--- src/rtl/qenc_pkg.sv ---
package qenc_pkg;

    localparam logic [1:0] ADR_CTRL = 2'd0;
    localparam logic [1:0] ADR_CNT  = 2'd1;
    localparam logic [1:0] ADR_CEIL = 2'd2;
    localparam logic [1:0] ADR_STAT = 2'd3;

    localparam int CTL_RUN   = 0;
    localparam int CTL_BUF   = 1;
    localparam int CTL_FORCE = 2;
    localparam int CTL_SRC   = 4;
    localparam int SRC_W     = 3;

    localparam logic [SRC_W-1:0] SRC_CLOCK = 3'd0;
    localparam logic [SRC_W-1:0] SRC_A_X2  = 3'd1;
    localparam logic [SRC_W-1:0] SRC_B_X2  = 3'd2;
    localparam logic [SRC_W-1:0] SRC_X4    = 3'd3;

    typedef enum logic [1:0] {
        STEP_NONE = 2'd0,
        STEP_UP   = 2'd1,
        STEP_DN   = 2'd2
    } step_e;

    typedef struct packed {
        logic             run;
        logic             buffered;
        logic [SRC_W-1:0] src;
    } ctrl_t;

endpackage

--- src/rtl/qenc_sync.sv ---
module qenc_sync #(
    parameter int STAGES = 2,
    parameter int CH     = 2
) (
    input  logic          clk,
    input  logic          rst_n,
    input  logic [CH-1:0] raw_i,
    output logic [CH-1:0] cur_o,
    output logic [CH-1:0] prev_o
);
    localparam int DEPTH = STAGES + 1;

    for (genvar c = 0; c < CH; c++) begin : g_ch
        logic [DEPTH-1:0] pipe_d, pipe_q;

        always_comb begin
            pipe_d = {pipe_q[DEPTH-2:0], raw_i[c]};
        end

        always_ff @(posedge clk or negedge rst_n) begin
            if (!rst_n) pipe_q <= '0;
            else        pipe_q <= pipe_d;
        end

        assign cur_o[c]  = pipe_q[STAGES-1];
        assign prev_o[c] = pipe_q[STAGES];
    end
endmodule

--- src/rtl/qenc_decode.sv ---
module qenc_decode
    import qenc_pkg::*;
(
    input  logic [SRC_W-1:0] src_i,
    input  logic [1:0]       cur_i,
    input  logic [1:0]       prev_i,
    output step_e            step_o
);
    logic a_now, b_now, a_chg, b_chg;
    step_e a_step, b_step;

    always_comb begin
        a_now  = cur_i[0];
        b_now  = cur_i[1];
        a_chg  = cur_i[0] ^ prev_i[0];
        b_chg  = cur_i[1] ^ prev_i[1];
        a_step = (a_now == b_now) ? STEP_UP : STEP_DN;
        b_step = (b_now != a_now) ? STEP_UP : STEP_DN;
        step_o = STEP_NONE;
        unique case (src_i)
            SRC_CLOCK: step_o = STEP_UP;
            SRC_A_X2:  if (a_chg && !b_chg) step_o = a_step;
            SRC_B_X2:  if (b_chg && !a_chg) step_o = b_step;
            SRC_X4: begin
                if (a_chg && !b_chg)      step_o = a_step;
                else if (b_chg && !a_chg) step_o = b_step;
            end
            default:   step_o = STEP_NONE;
        endcase
    end
endmodule

--- src/rtl/qenc_wrap.sv ---
module qenc_wrap
    import qenc_pkg::*;
#(
    parameter int W = 16
) (
    input  logic [W-1:0] cnt_i,
    input  logic [W-1:0] ceil_i,
    input  step_e        step_i,
    output logic [W-1:0] cnt_o,
    output logic         wrap_o
);
    always_comb begin
        cnt_o  = cnt_i;
        wrap_o = 1'b0;
        unique case (step_i)
            STEP_UP: begin
                if (cnt_i >= ceil_i) begin
                    cnt_o  = '0;
                    wrap_o = 1'b1;
                end else begin
                    cnt_o = cnt_i + 1'b1;
                end
            end
            STEP_DN: begin
                if (cnt_i == '0) begin
                    cnt_o  = ceil_i;
                    wrap_o = 1'b1;
                end else begin
                    cnt_o = cnt_i - 1'b1;
                end
            end
            default: ;
        endcase
    end
endmodule

--- src/rtl/qenc_timer.sv ---
module qenc_timer
    import qenc_pkg::*;
#(
    parameter int CNT_W       = 16,
    parameter int SYNC_STAGES = 2
) (
    input  logic             clk,
    input  logic             rst_n,
    input  logic             enc_a,
    input  logic             enc_b,
    input  logic             bus_wr,
    input  logic [1:0]       bus_addr,
    input  logic [CNT_W-1:0] bus_wdata,
    output logic [CNT_W-1:0] bus_rdata,
    output logic [CNT_W-1:0] count_o,
    output logic             dir_o,
    output logic             upd_o
);
    localparam logic [CNT_W-1:0] CEIL_RST = '1;

    typedef struct packed {
        logic [CNT_W-1:0] cnt;
        logic [CNT_W-1:0] ceil_act;
        logic [CNT_W-1:0] ceil_pend;
        ctrl_t            ctrl;
        logic             dir;
        logic             upd;
    } state_t;

    state_t st_d, st_q;

    logic [1:0]       ch_cur, ch_prev;
    step_e            raw_step, eff_step;
    logic [CNT_W-1:0] stepped_cnt;
    logic             stepped_wrap;

    logic             ctrl_run, ctrl_buf;
    logic [SRC_W-1:0] ctrl_src;
    logic [CNT_W-1:0] ceil_act;

    qenc_sync #(.STAGES(SYNC_STAGES), .CH(2)) i_sync (
        .clk    (clk),
        .rst_n  (rst_n),
        .raw_i  ({enc_b, enc_a}),
        .cur_o  (ch_cur),
        .prev_o (ch_prev)
    );

    qenc_decode i_decode (
        .src_i  (st_q.ctrl.src),
        .cur_i  (ch_cur),
        .prev_i (ch_prev),
        .step_o (raw_step)
    );

    qenc_wrap #(.W(CNT_W)) i_wrap (
        .cnt_i  (st_q.cnt),
        .ceil_i (st_q.ceil_act),
        .step_i (eff_step),
        .cnt_o  (stepped_cnt),
        .wrap_o (stepped_wrap)
    );

    always_comb begin
        eff_step = STEP_NONE;
        if (st_q.ctrl.run && !(bus_wr && bus_addr == ADR_CNT)) eff_step = raw_step;

        st_d     = st_q;
        st_d.upd = 1'b0;

        if (eff_step != STEP_NONE) begin
            st_d.cnt = stepped_cnt;
            st_d.dir = (eff_step == STEP_DN);
            st_d.upd = stepped_wrap;
        end

        if (bus_wr) begin
            unique case (bus_addr)
                ADR_CTRL: begin
                    st_d.ctrl.run      = bus_wdata[CTL_RUN];
                    st_d.ctrl.buffered = bus_wdata[CTL_BUF];
                    st_d.ctrl.src      = bus_wdata[CTL_SRC +: SRC_W];
                    if (bus_wdata[CTL_FORCE]) st_d.upd = 1'b1;
                end
                ADR_CNT: st_d.cnt = bus_wdata;
                ADR_CEIL: begin
                    st_d.ceil_pend = bus_wdata;
                    if (!st_q.ctrl.buffered) st_d.ceil_act = bus_wdata;
                end
                default: ;
            endcase
        end

        if (st_d.upd) st_d.ceil_act = st_d.ceil_pend;
    end

    always_ff @(posedge clk or negedge rst_n) begin
        if (!rst_n) begin
            st_q           <= '0;
            st_q.ceil_act  <= CEIL_RST;
            st_q.ceil_pend <= CEIL_RST;
        end else begin
            st_q <= st_d;
        end
    end

    always_comb begin
        bus_rdata = '0;
        unique case (bus_addr)
            ADR_CTRL: begin
                bus_rdata[CTL_RUN]            = st_q.ctrl.run;
                bus_rdata[CTL_BUF]            = st_q.ctrl.buffered;
                bus_rdata[CTL_SRC +: SRC_W]   = st_q.ctrl.src;
            end
            ADR_CNT:  bus_rdata = st_q.cnt;
            ADR_CEIL: bus_rdata = st_q.ceil_act;
            default:  bus_rdata[0] = st_q.dir;
        endcase
    end

    assign count_o  = st_q.cnt;
    assign dir_o    = st_q.dir;
    assign upd_o    = st_q.upd;
    assign ctrl_run = st_q.ctrl.run;
    assign ctrl_buf = st_q.ctrl.buffered;
    assign ctrl_src = st_q.ctrl.src;
    assign ceil_act = st_q.ceil_act;
endmodule

--- config.mk ---
export PLATFORM = sky130hd
export DESIGN_NAME = qenc_timer
export DESIGN_NICKNAME = d
export VERILOG_FILES = /design/src/rtl/qenc_pkg.sv /design/src/rtl/qenc_sync.sv /design/src/rtl/qenc_decode.sv /design/src/rtl/qenc_wrap.sv /design/src/rtl/qenc_timer.sv
export SDC_FILE = /design/constraint.sdc
export NUM_CORES = 1
export LEC_CHECK = 0
export BUFFER_PORTS_ARGS = -buffer_cell sky130_fd_sc_hd__buf_4
export CAP_MARGIN = 15
export CORE_ASPECT_RATIO = 1.2
export CORE_UTILIZATION = 45
export DETAILED_ROUTE_END_ITERATION = 6
export PLACE_DENSITY = 0.74
export SYNTH_ARGS = -nofsm -noshare
export SYNTH_HDL_FRONTEND = slang
export SYNTH_SLANG_ARGS = --single-unit
--- constraint.sdc ---
create_clock -name clk -period 3.5 [get_ports clk]
set_input_delay 0.7 -clock clk [delete_from_list [all_inputs] [get_ports clk]]
set_output_delay 0.7 -clock clk [all_outputs]
set_load 0.01 [all_outputs]
Yosys cells after proc, flatten, opt, wreduce, memory -nomap -nowiden

Index checks and enable logic that the tools add are counted.

Register bits after elaboration: 61
Output and inout port bits: 34

Add/subtract/negate cells: 2
Magnitude comparators: 1
Eq/ne operators: 10
Muxes and demuxes: 29
Bitwise gates (word level): 2
Reduce and logical (&&, ||, !) cells: 15

Operators with widths:

| kind                  | count |
|---|---|
| $mux 16               | 6 |
| $mux 53               | 1 |
| $mux 32               | 1 |
| $pmux 16 s2           | 1 |
| $pmux 9 s2            | 1 |
| $add 16x1->16 const B | 1 |
| $ge 16x16->1          | 1 |
| $logic_not 16->1      | 1 |
| $sub 16x1->16 const B | 1 |
| $mux 2                | 6 |
| $pmux 3 s3            | 1 |
| $pmux 2 s4            | 1 |
| $eq 3x2->1 const B    | 2 |
| $mux 1                | 6 |
| $pmux 1 s3            | 2 |
| $reduce_bool 2->1     | 3 |
| $mux 5                | 1 |
| $eq 2x1->1 const B    | 2 |
| $eq 2x2->1 const B    | 2 |
| $logic_and 1x1->1     | 4 |
| $pmux 2 s2            | 1 |
| $eq 3x1->1 const B    | 1 |
| $logic_not 1->1       | 3 |
| $logic_not 3->1       | 1 |
| other kinds (8)       | 9 |

Logic depth before layout (Yosys ltp)

Gate-level depths: netlist of the first run.

Word-level depth: 15
Mapped depth: 15
Mapped depth without buffers: 12

By module

Synthesis of the first run repeated with hierarchy kept, for this count alone.

Cells, all modules: 499
Area, all modules: 4799.6 µm²

Modules (own cells, without submodules):

| module      | instances | cells each | area an instance (µm²) | seq. area each (µm²) |
|---|---|---|---|---|
| qenc_timer  | 1         | 228        | 2904.0                 | 1416.4 |
| qenc_wrap   | 1         | 241        | 1552.7                 | 0.0 |
| qenc_sync   | 1         | 10         | 180.2                  | 150.1 |
| qenc_decode | 1         | 20         | 162.7                  | 0.0 |

Least setup slack after synthesis of the first run

No wires, ideal clock.

Path type: input port to flip-flop
Start: input port bus_addr[1]
End: register ceil_act[0] (netlist name)
Library setup time: 0.082 ns
Arrival time: 2.892 ns
Required time: 3.418 ns
Slack: 0.526 ns
Stages: 13
Buffers on the path: 3
Cells stage by stage: inv_1 ha_1 clkbuf_1 nand2_1 nand3b_1 nand2b_1 ha_1 nor2b_1 clkbuf_1 o311ai_1 clkbuf_1 a21oi_1 nor2_1

Cells in the longest elaborated chain, start to end: 13

Ends and longest elaborated chain:

| item                                                             | RTL line         | RTL |
|---|---|---|
| start: declaration                                               | qenc_timer.sv:12 | `input logic [1:0] bus_addr,` |
| $eq 2x1->1                                                       | qenc_timer.sv:66 | `if (st_q.ctrl.run && !(bus_wr && bus_addr == ADR_CNT)) eff_step = raw_step;` |
| $logic_and 1x1->1                                                | qenc_timer.sv:66 |  |
| $logic_not 1->1                                                  | qenc_timer.sv:66 |  |
| $logic_and 1x1->1                                                | qenc_timer.sv:66 |  |
| $mux 2                                                           | qenc_timer.sv:66 |  |
| $eq 2x2->1 or $eq 2x1->1 (tied branches)                         | qenc_wrap.sv:15  | `unique case (step_i)` |
| $pmux 1 s2                                                       | qenc_wrap.sv:15  |  |
| $mux 1                                                           | qenc_timer.sv:71 | `if (eff_step != STEP_NONE) begin` |
| $mux 1                                                           | qenc_timer.sv:83 | `if (bus_wdata[CTL_FORCE]) st_d.upd = 1'b1;` |
| $mux 1                                                           | qenc_timer.sv:78 | `unique case (bus_addr)` |
| $mux 1                                                           | qenc_timer.sv:77 | `if (bus_wr) begin` |
| $ne 2x2->1 (no source line) or $reduce_bool 2->1 (tied branches) | n/a              |  |
| $reduce_and 3->1 (no source line)                                | n/a              |  |

Several ways; a longest one is shown, not always the timed one. The select of a mux whose other input is x is not followed.
A chain may end at the register's enable or synchronous reset.

Final worst setup path of the first run

Start: register st_q, in the netlist count_o[0]
End: register ceil_act[14] (netlist name)

Cells in the longest elaborated chain, start to end: 9

Ends and longest elaborated chain:

| item                                                             | RTL line                         | RTL |
|---|---|---|
| start: declaration                                               | qenc_timer.sv:30                 | `state_t st_d, st_q;` |
| start signal: assignment                                         | qenc_timer.sv:103                | `st_q <= st_d;` |
| $ge 16x16->1 or $logic_not 16->1 (tied branches)                 | qenc_wrap.sv:17, qenc_wrap.sv:25 |  |
| $mux 1, on equally long branches                                 | qenc_wrap.sv:17, qenc_wrap.sv:25 |  |
| $pmux 1 s2 (*)                                                   | qenc_wrap.sv:15                  |  |
| $mux 1 (*)                                                       | qenc_timer.sv:71                 |  |
| $mux 1                                                           | qenc_timer.sv:83                 |  |
| $mux 1                                                           | qenc_timer.sv:78                 |  |
| $mux 1 (*)                                                       | qenc_timer.sv:77                 |  |
| $ne 2x2->1 (no source line) or $reduce_bool 2->1 (tied branches) | n/a                              |  |
| $reduce_and 3->1 (no source line)                                | n/a                              |  |

Mark *: on every way between the ends. The rest lies on a longest branch, timed or not.

==> impl_metrics.yaml, run 1 <==
finish:
  final_cell_mix: "buf_4 (75), nor2_1 (53), a21oi_1 (39)"
  syn2layout_area_growth_pct: 14.8
  final_common_cell: "buf_4"
  drive_gt1_share_pct: 30.4
  final_nets: 604
  antenna_cells: 0
  nFillCells: 945
  instances_no_fill: 686
placement:
  dp_hpwl_um: 9750
  io_buffer_count: 56
  dp_cells: 669
  gp_congestion: 0.908
clock_network:
  post-cts-setup-buffer-count: 0
  clock-sinks: 61
  clk_latency_ns: 0.33
  root_buffer: "clkbuf_16"
  clockBufferDepth: 2
  post_cts_resized: 0
  htree_num_levels: 3
  cts_tree: "done"
  numCtsBuffers: 9
  postCtsHoldBufs: 0
  clk_pin_slew_ns: 0.05
grt:
  antenna_found_initial: 0
  grt_util_all_layers_pct: 26.4
  grt_overflow: 0
  grt_max_degree: 62
  grt_pass1_vias: 4094
  grt_first_pass_wirelength_um: 21600
outcome:
  status: "finished clean"
routing:
  wl_per_cell_um: 19.5
  wirelength_um: 13400
  vias: 4244
  drc: 0
  via_per_inst: 6.19
  first_pass_iters: 5
  ant_nets: 0
  drt-initial-drc-count: 435
timing:
  fin_tns_setup_ns: 0
  worstMarginPinSlew_ns: 0.835
  timing.final.crit_share_pct: 90.0
  fin_crit_ns: 3.15
  slew-limit-headroom_pct: 43.8
  whs_ns: 0.351
  setup_viol: 0
  fin_skew_ns: 0.00736
  drv_slew: 0
  max_freq_mhz: 318
  rsz0062_at_grt: "no"
  hold_viol: 0
logic_synthesis:
  yosys_warnings: 0
  yosys.cell_types.count: 62
  netlist_area_sq_um: 4630
  async_flop_share_pct: 100
  synth-seq-cells: 61
  synth_flop_cell: "dfstp_2"
  synth_nets: 577
  syn_area_per_cell_sq_um: 8.76
  syn_inst: 528
  synth-edff-count: 0
  ys_seq_area_share_pct: 33.9
setup_path:
  crit_slowest_cell: "or4b_2"
  cp_max_fo: 21
  cp_cell_sequence: "inv_1 -> ha_1 -> or4b_2 -> or4_4 -> nor2_4 -> or4_1 -> a211oi_1 -> nor2_1"
  reg2reg_depth: 8
  r2r_start: "count_o[0]"
  crit_type: "reg2reg"
  cpPeakStageDelay_ns: 0.63
  cp.arrival_ns: 3.41
  startpoint_type: "flip-flop"
  crit_path_end_kind: "flip-flop"
  cp.required_ns: 3.76
  critPathLaunch: "count_o[0]"
floorplanning:
  die_y_um: 113
  io_pins: 57
  core_sq_um: 10000
  rows: 40
  initial_core_util_pct: 46.2
  chipWidth_um: 94.6
  die-area_sq_um: 10700
min_path:
  min_from: "i_sync.g_ch[1].pipe_q[0]"
  whs_path_depth: 0
  hp-class: "reg2reg"
pwr:
  max-vdd-ir-drop_mv: 0.310
  leakagePower_nw: 2.20
  p_per_area_nw_per_um2: 578
job:
  maxCapViolCount: 0
[layout make-up]
cell class	count	area (sq um)	area share, %
inverter	25	93.8	1.77
sequential	61	1570	29.5
tap	126	158	2.97
clock inverter	4	25.0	0.471
timing repair buffer	75	563	10.6
multi-input combinational	383	2660	50.1
clock buffer	12	246	4.64
[cells in the mapped netlist, types with 13 or more instances]
library cell / n / area [sq um]
nor2_1: 53 / 199
a21oi_1: 39 / 195
mux2_2: 37 / 417
nand2_1: 33 / 124
clkbuf_1: 32 / 120
dfstp_2: 32 / 841
dfrtp_1: 29 / 726
ha_1: 26 / 325
inv_1: 25 / 93.8
o21ai_0: 21 / 105
a211oi_1: 19 / 143
buf_4: 19 / 143
nor2b_1: 13 / 81.3
[kinds of logic after synthesis]
| group | share of synthesized area (%) |
|---|---|
| and+or+nand+nor | 17.4 |
| adders and majority gates | 7.03 |
| muxes | 9.65 |
| xor gates and xnor gates | 2.27 |
| buffers and inverters | 8.82 |
| AOI/OAI and AO/OA | 21.0 |
| DFF | 33.9 |
[stage by stage]
stage / power, mW / area (sq um) / utilization [%] / setup slack [ns]
3_3_place_gp: 2.20 / 5030 / 50.3 / 0.350
6_report: 3.07 / 5310 / 53.1 / 0.351
2_1_floorplan: 1.91 / 4630 / - / 0.526
5_1_grt: 3.25 / 5310 / 53.1 / 0.0712
3_5_place_dp: 2.24 / 5030 / 50.3 / 0.276
4_1_cts: 3.07 / 5310 / 53.0 / 0.366
[flip-flops by register name, indices dropped and copies added (netlist names)]
register and count:
i_sync.g_ch.pipe_q 6, upd_o 1, ceil_act 16, ctrl_buf 1, dir_o 1, st_q 16
ctrl_run 1, ctrl_src 3, count_o 16
[critical path: cells and delay by family, from the launching register on]
| kind | cells | cell delay [ns] |
|---|---|---|
| AO/OA/AOI/OAI | 1 | 0.16 |
| adder cells (fa/ha/maj) | 1 | 0.17 |
| buffers and inverters | 1 | 0.19 |
| flip-flops | 1 | 0.48 |
| AND/OR/NAND/NOR | 5 | 2.07 |
[path summary, 6_finish.rpt]
path / end / slack [ns]
setup reg to reg: ceil_act[14] / 0.35
hold reg to reg: i_sync.g_ch[1].pipe_q[1] / 0.35
min in group asynchronous: count_o[13] / 0.42
max in group asynchronous: upd_o / 2.52
setup / recovery: ceil_act[14] / 0.35
hold / removal: i_sync.g_ch[1].pipe_q[1] / 0.35
[power breakdown]
| part | switching [mW] | internal, mW |
|---|---|---|
| registers | 0.206 | 0.919 |
| logic | 0.613 | 0.518 |
| clock network | 0.318 | 0.496 |
| total | 1.14 | 1.93 |
[per-layer routing]
metal  track usage, %  vias to the layer above  routed length, um
met5                0                        -                  0
met4             10.1                        0                318
met3             4.10                       30                850
met2             42.0                      202               6590
met1             36.1                     2057               5640
li1                 -                     1955                  -
No activity file was read; power rests on OpenSTA's default activity.
==> inputs of run 2 (changes only) <==
Settings changed: ABC_AREA set to 1.
==> run 2 against run 1 <==
Net effect: combinational power decreased by 23%; synthesized cell count increased by 28%; worst hold slack got worse by 0.0032 ns; highest routed layer unchanged; via count rose by 9.0%; utilization decreased by 0.99 points; clock power grew 8.9%.
==> impl_metrics.yaml, run 2 <==
logic_synthesis:
  yosys_warnings: 0
  yosysTopAreaCellShare_pct: 17.3
  yosysMostFrequentCell: "nand2_1"
  synth_flop_cell: "dfstp_2"
  ys_seq_area_share_pct: 32.3
  synth-seq-cells: 61
  async_flop_share_pct: 100
  yosys.cell_types.count: 41
  netlist_area_sq_um: 4860
  syn_inst: 678
  synth-edff-count: 0
  synth_nets: 727
  synth_area_leaders: "dfstp_2 (17%), nand2_1 (17%), dfrtp_1 (15%)"
  synth.top_cells.by_count: "nand2_1 (217), inv_1 (75), a21oi_1 (49)"
  syn_area_per_cell_sq_um: 7.16
  synth_top_cell_by_area: "dfstp_2"
placement:
  io_buffer_count: 56
  placed_area_sq_um: 5180
  dp_slack_ns: 0.623
  dp_hpwl_um: 10000
  dp_cells: 822
  gp_congestion: 0.946
timing:
  slew-limit-headroom_pct: 47.5
  timing.final.crit_share_pct: 81.7
  fin_crit_ns: 2.86
  worst_slack_ns: 0.642
  worstMarginPinSlew_ns: 0.787
  drv_slew: 0
  setup_viol: 0
  whs_ns: 0.348
  fin_tns_setup_ns: 0
  rsz0062_at_grt: "no"
  fin_skew_ns: 0.00701
  max_freq_mhz: 350
  hold_viol: 0
routing:
  drc: 0
  via_per_inst: 5.52
  vias: 4628
  ant_nets: 0
  drt-initial-drc-count: 363
  wirelength_um: 13500
  wl_per_cell_um: 16.1
  first_pass_iters: 5
pwr:
  cell_internal_pwr_mw: 1.77
  clkPwrFrac_pct: 31.4
  seqPwrFrac_pct: 37.7
  leakagePower_nw: 2.71
  p_per_area_nw_per_um2: 515
  p_switching_mw: 1.06
  finalPower_mw: 2.82
  pwr-share-comb_pct: 30.9
  max-vdd-ir-drop_mv: 0.342
  p_sw_share_pct: 37.4
floorplanning:
  initial_core_util_pct: 46.2
  die_y_um: 116
  core_sq_um: 10500
  rows: 41
  chipWidth_um: 96.8
  io_pins: 57
  die-area_sq_um: 11200
finish:
  syn2layout_area_growth_pct: 12.8
  instances_no_fill: 838
  nFillCells: 992
  final_common_cell: "nand2_1"
  final_cell_mix: "nand2_1 (217), inv_1 (75), buf_4 (65)"
  final_nets: 753
  post-route-cell-area_sq_um: 5480
  antenna_cells: 0
  utilization_pct: 52.1
  drive_gt1_share_pct: 20.7
clock_network:
  numCtsBuffers: 9
  clk_pin_slew_ns: 0.06
  post_cts_resized: 0
  clk_latency_ns: 0.33
  clock-sinks: 61
  clockBufferDepth: 2
  cts_tree: "done"
  postCtsHoldBufs: 0
  htree_num_levels: 3
  post-cts-setup-buffer-count: 0
  root_buffer: "clkbuf_16"
setup_path:
  crit_slowest_cell: "ha_1"
  cp-endpoint: "bus_rdata[0]"
  cp.required_ns: 2.80
  path_depth: 8
  crit_path_end_kind: "output port"
  r2r_start: "i_sync.g_ch[1].pipe_q[1]"
  startpoint_type: "input port"
  ff2ff_setup_slack_ns: 0.78
  critPathLaunch: "bus_addr[0]"
  cp_num_buf_inv: 4
  cp_max_fo: 13
  cp.arrival_ns: 2.16
  crit_type: "in2out"
  cpPeakStageDelay_ns: 0.49
  cp_cell_sequence: "buf_4 -> inv_1 -> ha_1 -> inv_1 -> o22ai_1 -> a21oi_1 -> o21ai_0 -> buf_4"
  critical-path-top-delay-family: "buffers and inverters"
  reg2reg_depth: 16
  r2r-end: "ceil_act[2]"
min_path:
  hp-class: "reg2reg"
  min_from: "i_sync.g_ch[1].pipe_q[0]"
grt:
  grt_first_pass_wirelength_um: 22300
  antenna_found_initial: 0
  grt_pass1_vias: 4526
  grt_overflow: 0
  grt_max_degree: 62
  grt_util_all_layers_pct: 24.8
outcome:
  status: "finished clean"
job:
  maxCapViolCount: 0
==> run 2: kinds of logic after synthesis <==
kind of cell	share of synthesized area (%)
and+or+nand+nor	30.1
AOI/OAI and AO/OA	15.5
muxes	0.232
buffers and inverters	12.7
xor gates and xnor gates	2.53
adders and majority gates	6.70
DFF	32.3
==> run 2: power groups by stage <==
stage               clock, mW  sequential, mW  combinational, mW
floorplan                   0           0.949              0.728
global placement            0            1.07              0.830
detailed placement          0            1.07              0.857
CTS                     0.898            1.06              0.865
global route            0.932            1.08              0.983
finish                  0.885            1.06              0.871
==> run 2: worst min-delay path by stage <==
stage | end | cells after the start
final | i_sync.g_ch[1].pipe_q[1] | 0
after global routing | i_sync.g_ch[0].pipe_q[1] | 0
after CTS | i_sync.g_ch[1].pipe_q[1] | 0
after detailed placement | i_sync.g_ch[1].pipe_q[1] | 0
after global placement | i_sync.g_ch[1].pipe_q[1] | 0
after floorplan | i_sync.g_ch[0].pipe_q[1] | 0
==> run 2: routing by layer <==
| metal | share of wire [%] | global-route usage, % |
|---|---|---|
| met1 | 44 | 33.2 |
| met2 | 48 | 39.5 |
| met3 | 5.3 | 3.80 |
| met4 | 2.9 | 12.2 |
| met5 | 0 | 0 |
==> run 2: final cells by class <==
cell class | instances | area [sq um] | area share [%]
clock buffer | 9 | 225 | 4.11
inverter | 77 | 289 | 5.28
sequential | 61 | 1570 | 28.6
clock inverter | 7 | 73.8 | 1.35
multi-input combinational | 490 | 2670 | 48.8
tap | 129 | 161 | 2.95
timing repair buffer | 65 | 488 | 8.91
